## config.mk

```make
export PLATFORM = sky130hd
export DESIGN_NAME = rtc_irq_ctl
export DESIGN_NICKNAME = d
export VERILOG_FILES = /design/src/rtl/rtc_irq_pkg.sv /design/src/rtl/rtc_byte_match.sv /design/src/rtl/rtc_alarm_cmp.sv /design/src/rtl/rtc_irq_ctl.sv
export SDC_FILE = /design/constraint.sdc
export NUM_CORES = 1
export LEC_CHECK = 0
export BUFFER_PORTS_ARGS = -buffer_cell sky130_fd_sc_hd__buf_2
export CORE_MARGIN = 2
export CORE_UTILIZATION = 42
export CTS_CLUSTER_DIAMETER = 40
export CTS_CLUSTER_SIZE = 25
export DETAILED_ROUTE_END_ITERATION = 8
export GPL_TIMING_DRIVEN = 0
export PLACE_DENSITY = 0.79
export SETUP_SLACK_MARGIN = 0.4
export SLEW_MARGIN = 20
export SYNTH_ARGS = -nofsm -noshare
export SYNTH_HDL_FRONTEND = slang
export SYNTH_HIERARCHICAL = 1
export SYNTH_SLANG_ARGS = --single-unit
```

## constraint.sdc

```tcl
create_clock -name clk -period 2 [get_ports clk]
set_clock_uncertainty 0.1 [all_clocks]
set_input_delay 0.4 -clock clk [delete_from_list [all_inputs] [get_ports clk]]
set_output_delay 0.4 -clock clk [all_outputs]
set_load 0.01 [all_outputs]
```

## src/rtl/rtc_irq_pkg.sv

```systemverilog
package rtc_irq_pkg;
    localparam int BYTE_W   = 8;
    localparam int N_FIELDS = 3;
    localparam int WILD_W   = 2;

    typedef struct packed {
        logic pf;
        logic af;
        logic uf;
    } flags_t;

    typedef struct packed {
        logic pie;
        logic aie;
        logic uie;
    } en_t;

    function automatic logic req_of(flags_t f, en_t e);
        return (f.pf & e.pie) | (f.af & e.aie) | (f.uf & e.uie);
    endfunction

    function automatic logic [7:0] byte_of(flags_t f, en_t e);
        return {req_of(f, e), f.pf, f.af, f.uf, 4'b0000};
    endfunction
endpackage

```

## src/rtl/rtc_byte_match.sv

```systemverilog
module rtc_byte_match #(
    parameter int W  = 8,
    parameter int WB = 2
) (
    input  logic [W-1:0] cur_i,
    input  logic [W-1:0] alm_i,
    output logic         hit_o
);
    logic wild;
    always_comb begin
        wild  = &alm_i[W-1 -: WB];
        hit_o = wild | (alm_i == cur_i);
    end
endmodule

```

## src/rtl/rtc_alarm_cmp.sv

```systemverilog
module rtc_alarm_cmp #(
    parameter int W  = 8,
    parameter int N  = 3,
    parameter int WB = 2
) (
    input  logic [N-1:0][W-1:0] cur_i,
    input  logic [N-1:0][W-1:0] alm_i,
    output logic                all_o
);
    logic [N-1:0] hit;
    for (genvar g = 0; g < N; g++) begin : g_field
        rtc_byte_match #(.W(W), .WB(WB)) u_m (
            .cur_i (cur_i[g]),
            .alm_i (alm_i[g]),
            .hit_o (hit[g])
        );
    end
    assign all_o = &hit;
endmodule

```

## src/rtl/rtc_irq_ctl.sv

```systemverilog
module rtc_irq_ctl
    import rtc_irq_pkg::*;
(
    input  logic        clk,
    input  logic        rst_n,
    input  logic        per_i,
    input  logic        upd_i,
    input  logic [7:0]  sec_i,
    input  logic [7:0]  min_i,
    input  logic [7:0]  hr_i,
    input  logic [7:0]  alm_sec_i,
    input  logic [7:0]  alm_min_i,
    input  logic [7:0]  alm_hr_i,
    input  logic        cfg_wr_i,
    input  logic        cfg_pie_i,
    input  logic        cfg_aie_i,
    input  logic        cfg_uie_i,
    input  logic        cfg_set_i,
    input  logic        rd_i,
    output logic [7:0]  status_o,
    output logic        irq_pull_o
);
    typedef struct packed {
        flags_t     flags;
        flags_t     pend;
        en_t        en;
        logic [7:0] snap;
        logic       in_read;
    } state_t;

    state_t st_d, st_q;

    logic [N_FIELDS-1:0][BYTE_W-1:0] cur, alm;
    logic   match_all;
    flags_t ev;
    logic   rd_start, rd_end;
    logic   in_read_w;
    en_t    en_w;

    assign cur = {hr_i, min_i, sec_i};
    assign alm = {alm_hr_i, alm_min_i, alm_sec_i};

    rtc_alarm_cmp #(.W(BYTE_W), .N(N_FIELDS), .WB(WILD_W)) u_cmp (
        .cur_i (cur),
        .alm_i (alm),
        .all_o (match_all)
    );

    always_comb begin
        st_d     = st_q;
        ev.pf    = per_i;
        ev.af    = upd_i & match_all;
        ev.uf    = upd_i;
        rd_start = rd_i & ~st_q.in_read;
        rd_end   = ~rd_i & st_q.in_read;

        if (cfg_wr_i) begin
            st_d.en.pie = cfg_pie_i;
            st_d.en.aie = cfg_aie_i;
            st_d.en.uie = cfg_uie_i & ~cfg_set_i;
        end

        if (rd_start) begin
            st_d.snap    = byte_of(st_q.flags, st_q.en);
            st_d.flags   = '0;
            st_d.pend    = ev;
            st_d.in_read = 1'b1;
        end else if (st_q.in_read && rd_i) begin
            st_d.pend    = st_q.pend | ev;
        end else if (rd_end) begin
            st_d.flags   = st_q.pend | ev;
            st_d.pend    = '0;
            st_d.in_read = 1'b0;
        end else begin
            st_d.flags   = st_q.flags | ev;
        end
    end

    always_ff @(posedge clk or negedge rst_n) begin
        if (!rst_n) st_q <= '0;
        else        st_q <= st_d;
    end

    assign status_o   = st_q.in_read ? st_q.snap : byte_of(st_q.flags, st_q.en);
    assign irq_pull_o = req_of(st_q.flags, st_q.en);
    assign in_read_w  = st_q.in_read;
    assign en_w       = st_q.en;
endmodule

```

==> impl_results.md, run 1 <==
* Area of the multi-input gates at 679 um2
* Largest family of logic cells by synthesized area: XOR/XNOR gates
* Highest clock rate at 541 MHz
* Vias in the first global route at about 1100
* DR WL/cell at approximately 12 um
* N_diodes at 0
* Placed cell areas at roughly 0.0014 mm2
* Comb power frac at slightly above 50%
* Run status: completed
* Die Span X at 54.4 um
* Post-Layout Cell Count at 215
* Register clock-pin slew on the reported worst setup and hold paths at 80 ps
* Initial antenna violation count at 0
* Top post-synthesis cells by area: dfrtp_1 33%, xnor2_1 20%, mux2_2 8.4%
* Cell taking the most area after synthesis: dfrtp_1
* Total CTS buffers at 3
* Post-route setup slack at around 150 ps
* Slew Viols, Final at 0
* CTS tree: built
* Worst reg2reg endpoint: st_q[6]$_DFFE_PN0P_
* Vias per cell at 4.86
* Avg Cell Area, Syn at 9.62 um2
* Cell with the most instances after synthesis: xnor2_1
* First-pass GRT wire length at ~4000 um
* Final min period at 1850 ps
* Crit path launch: en_w[2]$_DFFE_PN0P_
* Pleak at 0.741 nW
* Drc violations at 0
* Net count, final at between 200 and 250
* CP delay by family, top: flip-flops
* DRT antenna net count at 0
* Hold Crit Depth at 2
* Max IR drop VDD at 0.728 mV
* Worst R2R Path Depth at 4
* Worst setup slack after placement at 236 ps
* CORE AREA at 0.00243 mm2
* Critical Path Start Type: flip-flop
* CTS H-tree depth at 1
* Die area at 0.00296 mm2
* Port bufs at between 60 and 70
* GR Overflow Total at 0
* Root buffer cell: clkbuf_4
* Synth Flop Type: dfrtp_1
* Adder-Cell Fraction of Synth Area at 5.86%
* Synth cell count leaders: 24 x xnor2_1, 14 x dfrtp_1, 8 x mux2_2
* RSZ-0062 raised after global routing: true
* Post-Synth XOR/XNOR Area at about 20%
* Final period util at 92.4%
* Total Wirelength at 2500 um
* Arr. time, crit path at 1350 ps
* Reg power frac at 34.9%
* Async set-reset flop share out of synthesis at 100%
* GP Congestion at 0.866
* DRT Pass-1 Iters at 4
* Worst r2r src: in_read_w$_DFFE_PN0P_
* Final Setup Violations at 0
* Reg area at 352 um2
* Switching share of power at 35.0%
* Rows at 18
* # fillers at 206
* Max incr delay on CP at 400 ps
* Worst hold endpoint: en_w[1]$_DFFE_PN0P_
* Initial Utilization at 43.9%
* Critical Path Fanout Max at 2
* Slowest cell on the critical path: dfrtp_1
* Required time of the critical path at roughly 1500 ps
* Simple-gate share of the synthesized area at 17.5%
* Dpl hpwl at 2140 um
* Design Area, Final at ~0.0015 mm2
* Yosys warns at 6
* Post-synthesis sequential area ratio at 32.8%
* Reg2Reg Setup Slack at roughly 480 ps
* Layout cell share with drive strength beyond 1 at 49.2%
* Final Hold Vio Count at 0
* Pint at ~0.88 mW
* Number of flops mapped to enable cells by yosys at 0
* Longest Clk Path Bufs at 2
* Vias at 1045
* Worst hold start: cfg_aie_i
* CP cell instances: a22oi_2 -> nand2_2 -> mux2_4 -> buf_6
* NetSw at 0.473 mW
* Gr usage total at 18.5%
* Mapped Area at 0.00107 mm2
* Worst-Skew Late Latency at 280 ps
* Synthesis-to-finish area growth at 42.2%
* Io pins at 67
* Initial DRC Count at 10
* Max_cap viols at 0
* Pwr dens at 891 mW/mm2
* Die height at ~54 um
* Compound-Gate Fraction of Synth Area at 8.91%
* HP Class: in -> reg
* Netlist cell types at 28
* Clock network power share at between 10% and 20%
* Final setup TNS at 0 ps
* Top cell type's share of synthesized area at about a third
* CP endpoint kind: output pin
* Post-synthesis sequential element count at 14
* Placed insts at 206
* Multiplexer share of the synthesized area at 9.85%
* CP Class: reg -> out
* Clock sink count at 14
* Post-synthesis cell count at 111
* Largest net degree at the start of global routing at 15
* CP Buf/Inv Count at 1
[repair_timing]
item | in CTS | in global routing
pin swaps | 2 | 2
endpoints found under the hold margin | 14 | 0
setup endpoints to repair | 11 | 10
hold buffers | 1 | 0
buffers inserted | 3 | 1
gates resized for setup | 3 | 2
[placed cells by master, fill, tap and decap left out, drive strengths merged, types with 2 or more instances in the layout]
| master | n |
|---|---|
| buf | 70 |
| xnor2 | 24 |
| dfrtp | 14 |
| mux2 | 9 |
| o21ai | 9 |
| nor3 | 7 |
| nand2 | 7 |
| nand4 | 6 |
| ha | 5 |
| inv | 5 |
| clkbuf | 5 |
| conb | 4 |
| nor2 | 3 |
| nor4b | 2 |
| nand2b | 2 |
| nor2b | 2 |
| a21oi | 2 |
[power groups by stage]
| stage | sequential [mW] | clock [mW] | combinational [mW] |
|---|---|---|---|
| 2_1_floorplan | 0.457 | 0 | 0.400 |
| 3_3_place_gp | 0.482 | 0 | 0.564 |
| 3_5_place_dp | 0.489 | 0 | 0.581 |
| 4_1_cts | 0.473 | 0.207 | 0.666 |
| 5_1_grt | 0.484 | 0.219 | 0.758 |
| 6_report | 0.472 | 0.201 | 0.679 |
[routing by layer]
layer / share of wire (%) / global-route usage (%) / up-vias
li1: - / - / 528
met1: 38 / 19.1 / 457
met2: 52 / 38.2 / 58
met3: 9.3 / 3.01 / 2
met4: 0.44 / 3.75 / 0
met5: 0 / 0 / -
[logic make-up (layout without fill, tap and decap cells)]
group	count (synthesis)	count (layout)
AOI/OAI and AO/OA	15	15
xor gates and xnor gates	24	24
adders and majority gates	5	5
buffers and inverters	10	81
DFF	14	14
muxes	9	9
other	1	4
and+or+nand+nor	33	33
[flip-flops by register name (all words and copies together) (netlist names)]
signal / cells
st_q: 10
en_w: 3
in_read_w: 1
[final cells by class]
type | instances | area share, %
inverters | 5 | 1.24
plain buffers | 5 | 2.47
clock buffers | 4 | 2.39
repair buffers | 67 | 23.5
flip-flops and latches | 14 | 23.2
multi-input cells | 90 | 44.8
well taps | 30 | 2.47
[metrics by stage]
step / util (%) / power, mW / hold WS [ps]
finish: 62.4 / 1.35 / 252
global route: 62.4 / 1.46 / 251
CTS: 61.8 / 1.35 / 246
detailed placement: 58.6 / 1.07 / 207
global placement: 58.6 / 1.05 / 205
floorplan: - / 0.856 / 4.41
[worst max path at each step]
stage / end / cells after the start
5_1_grt: status_o[7] / 4
3_5_place_dp: st_q[16]$_DFFE_PN0P_ / 8
4_1_cts: status_o[7] / 4
6_report: status_o[7] / 4
2_1_floorplan: st_q[16]$_DFFE_PN0P_ / 7
3_3_place_gp: st_q[16]$_DFFE_PN0P_ / 8
(Power assumes the default switching activity.)
==> run 2, diff against run 1 <==
Settings changed: RECOVER_POWER set to 25.
==> impl_results.md, run 2 (synthesized netlist as in run 1, its figures left out) <==
* CP cell instances: a22oi_2 -> nand2_2 -> mux2_4 -> buf_6
* Root buffer cell: clkbuf_4
* Clock sink count at 14 (unchanged)
* Io pins at 67 (unchanged)
* Worst Tran Pin Value at 746 ps
* Worst hold slack at 252 ps (unchanged)
* Reg power frac at 34.9% (about the same)
* GP Congestion at 0.866 (unchanged)
* Max incr delay on CP at 400 ps (about the same)
* RSZ-0062 raised after global routing: true
* Pint at 0.879 mW (about the same)
* Initial DRC Count at 10 (unchanged)
* Dpl hpwl at 2140 um (unchanged)
* Post-Layout Cell Count at 215 (unchanged)
* GR Overflow Total at 0 (unchanged)
* First-pass GRT wire length at 4060 um (unchanged)
* HP Class: in -> reg
* Critical Path Start Type: flip-flop
* Pleak at 0.738 nW (-0.37%)
* CP endpoint kind: output pin
* Initial Utilization at 43.9% (unchanged)
* CP Class: reg -> out
* CP delay by family, top: flip-flops
* Clock network power share at 14.8% (about the same)
* Layout cell share with drive strength beyond 1 at 48.6% (-0.54 points)
* Design Area, Final at 0.00152 mm2 (about the same)
* Critical Path Fanout Max at 2 (unchanged)
* Final Total Pwr at 1.35 mW (about the same)
* Area of the multi-input gates at 679 um2 (unchanged)
* Largest net degree at the start of global routing at 15 (unchanged)
* Placed cell areas at 0.00143 mm2 (unchanged)
* Final setup TNS at 0 ps (unchanged)
* Biggest register: st_q
* Vias in the first global route at 1075 (unchanged)
* DRT Pass-1 Iters at 4 (unchanged)
* Stages on the worst setup path at 4 (unchanged)
* Final core occ at 62.3% (about the same)
* Max IR drop VDD at 0.725 mV (-0.34%)
* CTS tree: built
* N_diodes at 0 (unchanged)
* CP Buf/Inv Count at 1 (unchanged)
* Max-slew headroom at 50.3%
* Die area at 0.00296 mm2 (unchanged)
* Max_cap viols at 0 (unchanged)
* Reg area at 352 um2 (unchanged)
* Total Wirelength at 2490 um (about the same)
* Gr usage total at 18.5% (unchanged)
* Final Setup Violations at 0 (unchanged)
* Die Span X at 54.4 um (unchanged)
* Most common cell after layout, fill and taps aside: buf_2
* Vias per cell at 4.86 (unchanged)
* DRT antenna net count at 0 (unchanged)
* Slew Viols, Final at 0 (unchanged)
* Worst R2R Path Depth at 4 (unchanged)
* Slowest cell on the critical path: dfrtp_1
* Max reg flops at 10 (unchanged)
* Required time of the critical path at 1500 ps (about the same)
* Placed insts at 206 (unchanged)
* Switching share of power at 35.0% (about the same)
* Most frequent cells in the layout: 60 x buf_2, 24 x xnor2_1, 13 x dfrtp_1
* Hold Crit Depth at 2 (unchanged)
* Net count, final at 249 (unchanged)
* # fillers at 206 (unchanged)
* Port bufs at 62 (unchanged)
* Rows at 18 (unchanged)
* Comb power frac at 50.2% (about the same)
* Die height at 54.4 um (unchanged)
* Worst setup slack after placement at 236 ps (unchanged)
* DR WL/cell at 11.6 um (about the same)
* NetSw at 0.473 mW (about the same)
* Synthesis-to-finish area growth at 42.1% (about the same)
* CORE AREA at 0.00243 mm2 (unchanged)
* Highest clock rate at 541 MHz (about the same)
* Drc violations at 0 (unchanged)
* Vias at 1045 (unchanged)
* Worst-Skew Late Latency at 280 ps (about the same)
* Post-route setup slack at 153 ps (+0.118 ps)
* CTS H-tree depth at 1 (unchanged)
* Arr. time, crit path at 1350 ps (about the same)
* Pwr dens at 891 mW/mm2 (about the same)
* Final min period at 1850 ps (-0.118 ps)
* Final period util at 92.4% (about the same)
* Longest Clk Path Bufs at 2 (unchanged)
* Run status: completed
* Register clock-pin slew on the reported worst setup and hold paths at 80 ps (about the same)
* Total CTS buffers at 3 (unchanged)
* Final Hold Vio Count at 0 (unchanged)
* Initial antenna violation count at 0 (unchanged)
==> run 2: cell types whose count changed in the layout (fill, tap and decap cells not counted), sizes merged <==
cell,change
buf,-1
clkbuf,+1
==> run 2: worst reg2reg max path, stage by stage, from the launching register on <==
cell and delay [ps]:
dfrtp_2 480, inv_2 120, ha_1 160, clkbuf_4 210, mux2_2 350
==> run 2: layout make-up <==
type	instances	share of cell area, %
multi-input cells	90	44.8
flip-flops and latches	14	23.2
well taps	30	2.48
inverters	5	1.24
plain buffers	5	2.48
repair buffers	67	23.4
clock buffers	4	2.39
==> run 2: repair_timing <==
item,4_1_cts,5_1_grt
buffers inserted,3,1
setup endpoints to repair,11,10
cloned,0,0
hold buffers,1,0
gates resized for setup,3,2
pin swaps,2,2
endpoints found under the hold margin,14,0
==> run 2: worst paths after layout <==
kind                                        from                    end  slack, ps
setup / recovery             en_w[2]$_DFFE_PN0P_            status_o[7]        150
hold / removal                         cfg_aie_i    en_w[1]$_DFFE_PN0P_        250
setup reg to reg           in_read_w$_DFFE_PN0P_    st_q[6]$_DFFE_PN0P_        480
hold reg to reg             st_q[13]$_DFFE_PN0P_   st_q[13]$_DFFE_PN0P_        400
max in group asynchronous                  rst_n  in_read_w$_DFFE_PN0P_        690
min in group asynchronous                  rst_n   st_q[12]$_DFFE_PN0P_        600
==> run 2: power groups by stage <==
stage / combinational [mW] / clock (mW) / sequential (mW)
2_1_floorplan: 0.400 / 0 / 0.457
3_3_place_gp: 0.564 / 0 / 0.482
3_5_place_dp: 0.581 / 0 / 0.489
4_1_cts: 0.666 / 0.207 / 0.473
5_1_grt: 0.757 / 0.219 / 0.484
6_report: 0.679 / 0.201 / 0.472
==> run 2: metal layers <==
metal	vias to the layer above	wire length, um	global-route usage [%]
met5	-	0	0
met4	0	11	3.75
met3	2	231	3.01
met2	58	1300	38.2
met1	457	951	19.1
li1	528	-	-
==> run 3, diff against run 2 <==
Settings changed: CORE_ASPECT_RATIO set to 1.4.
==> impl_results.md, run 3 (synthesized netlist as in run 1, its figures left out) <==
* Slew Viols, Final at 0 (unchanged)
* Biggest register: st_q
* Max IR drop VDD at 0.382 mV (-47%)
* CP delay by family, top: flip-flops
* Total CTS buffers at 3 (unchanged)
* Final Total Pwr at 1.32 mW (-2.2%)
* Post-Layout Cell Count at 218 (+1.4%)
* Design Area, Final at 0.00150 mm2 (-0.91%)
* Largest net degree at the start of global routing at 15 (unchanged)
* Placed insts at 210 (+1.9%)
* CP Buf/Inv Count at 1 (unchanged)
* CTS H-tree depth at 1 (unchanged)
* Highest clock rate at 539 MHz (-0.51%)
* Total Wirelength at 2390 um (-4.1%)
* Vias in the first global route at 1047 (-2.6%)
* CP endpoint kind: output pin
* Arr. time, crit path at 1360 ps (about the same)
* Port bufs at 62 (unchanged)
* Initial DRC Count at 10 (unchanged)
* Die Span X at 46.6 um (-14%)
* RSZ-0062 raised after global routing: true
* DRT antenna net count at 0 (unchanged)
* Max reg flops at 10 (unchanged)
* CP Class: reg -> out
* Gr usage total at 17.3% (-1.2 points)
* Io pins at 67 (unchanged)
* Most common cell after layout, fill and taps aside: buf_2
* Drc violations at 0 (unchanged)
* Final setup TNS at 0 ps (unchanged)
* Final core occ at 62.8% (+0.50 points)
* Die area at 0.00297 mm2 (+0.19%)
* Synthesis-to-finish area growth at 40.8%
* DR WL/cell at 11.0 um (-5.4%)
* Layout cell share with drive strength beyond 1 at 47.8% (-0.82 points)
* Run status: completed
* DRT Pass-1 Iters at 5 (+1)
* Register clock-pin slew on the reported worst setup and hold paths at 90 ps (about the same)
* Max incr delay on CP at 390 ps (about the same)
* Worst Tran Pin Value at 743 ps (-3.53 ps)
* N_diodes at 0 (unchanged)
* Required time of the critical path at 1500 ps (about the same)
* Final period util at 92.8% (+0.47 points)
* Initial Utilization at 44.6% (+0.76 points)
* CTS tree: built
* GP Congestion at 0.733 (-15%)
* Placed cell areas at 0.00143 mm2 (+0.35%)
* Initial antenna violation count at 0 (unchanged)
* Root buffer cell: clkbuf_4
* # fillers at 211 (+2.4%)
* Pwr dens at 879 mW/mm2 (-1.3%)
* CORE AREA at 0.00239 mm2 (-1.7%)
* HP Class: in -> reg
* Final Hold Vio Count at 0 (unchanged)
* Critical Path Fanout Max at 2 (unchanged)
* Rows at 21 (+3)
* Most frequent cells in the layout: 61 x buf_2, 24 x xnor2_1, 13 x dfrtp_1
* Longest Clk Path Bufs at 2 (unchanged)
* CP cell instances: a22oi_2 -> nand2_2 -> mux2_4 -> buf_2
* Final Setup Violations at 0 (unchanged)
* Vias per cell at 4.83 (-0.72%)
* Worst-Skew Late Latency at 280 ps (about the same)
* Max_cap viols at 0 (unchanged)
* Critical Path Start Type: flip-flop
* Final min period at 1860 ps (+9.40 ps)
* Die height at 63.6 um (+17%)
* GR Overflow Total at 0 (unchanged)
* Vias at 1052 (+0.67%)
* Pleak at 0.730 nW (-1.0%)
* Max-slew headroom at 50.5% (+0.24 points)
* Clock sink count at 14 (unchanged)
* First-pass GRT wire length at 3870 um (-4.6%)
* Dpl hpwl at 2110 um (-1.2%)
* Net count, final at 248 (-0.40%)
* Slowest cell on the critical path: dfrtp_1
run 3: through the flow:
stage	worst slack (ps)	hold WS [ps]
after global routing	74.4	230
after global placement	292	205
after CTS	117	239
after floorplan	503	4.41
final	143	244
after detailed placement	236	212
run 3: area by class of cell:
cell class | instances | area (um2) | share of cell area [%]
Multi-Input combinational cell | 90 | 674 | 44.9
Tap cell | 34 | 42.5 | 2.83
Sequential cell | 14 | 352 | 23.4
Clock buffer | 4 | 36.3 | 2.41
Buffer | 5 | 37.5 | 2.50
Timing Repair Buffer | 66 | 342 | 22.7
Inverter | 5 | 18.8 | 1.25
run 3: worst register-to-register path, cell delays in order, from the launching register on:
cell     delay (ps)
dfrtp_2         480
inv_2           120
ha_1            170
buf_4           180
mux2_2          340
run 3: per-layer routing:
| metal | global-route usage (%) | vias up | routed length, um |
|---|---|---|---|
| li1 | - | 524 | - |
| met1 | 17.7 | 469 | 836 |
| met2 | 33.7 | 59 | 1340 |
| met3 | 2.29 | 0 | 217 |
| met4 | 4.29 | 0 | 0 |
| met5 | 0 | - | 0 |
run 3: path summary, 6_finish.rpt:
path                            cells after the start                     to                  start  slack [ps]
worst min-delay path                                2    en_w[1]$_DFFE_PN0P_              cfg_aie_i         240
worst min register to register                      1   st_q[13]$_DFFE_PN0P_   st_q[13]$_DFFE_PN0P_         390
max in group asynchronous                           2  in_read_w$_DFFE_PN0P_                  rst_n         690
worst max register to register                      4    st_q[6]$_DFFE_PN0P_  in_read_w$_DFFE_PN0P_         500
worst max-delay path                                4            status_o[7]    en_w[2]$_DFFE_PN0P_         140
min in group asynchronous                           2    en_w[1]$_DFFE_PN0P_                  rst_n         600
run 3: timing repair:
item,in CTS,in global routing
buffers inserted,3,0
endpoints found under the hold margin,14,0
setup endpoints to repair,11,10
hold buffers,1,0
resized for setup,2,1
run 3: power by group:
group / total, mW / internal, mW / switching [mW]
sequential: 0.476 / 0.386 / 0.0904
clock: 0.203 / 0.111 / 0.0918
combinational: 0.643 / 0.353 / 0.289
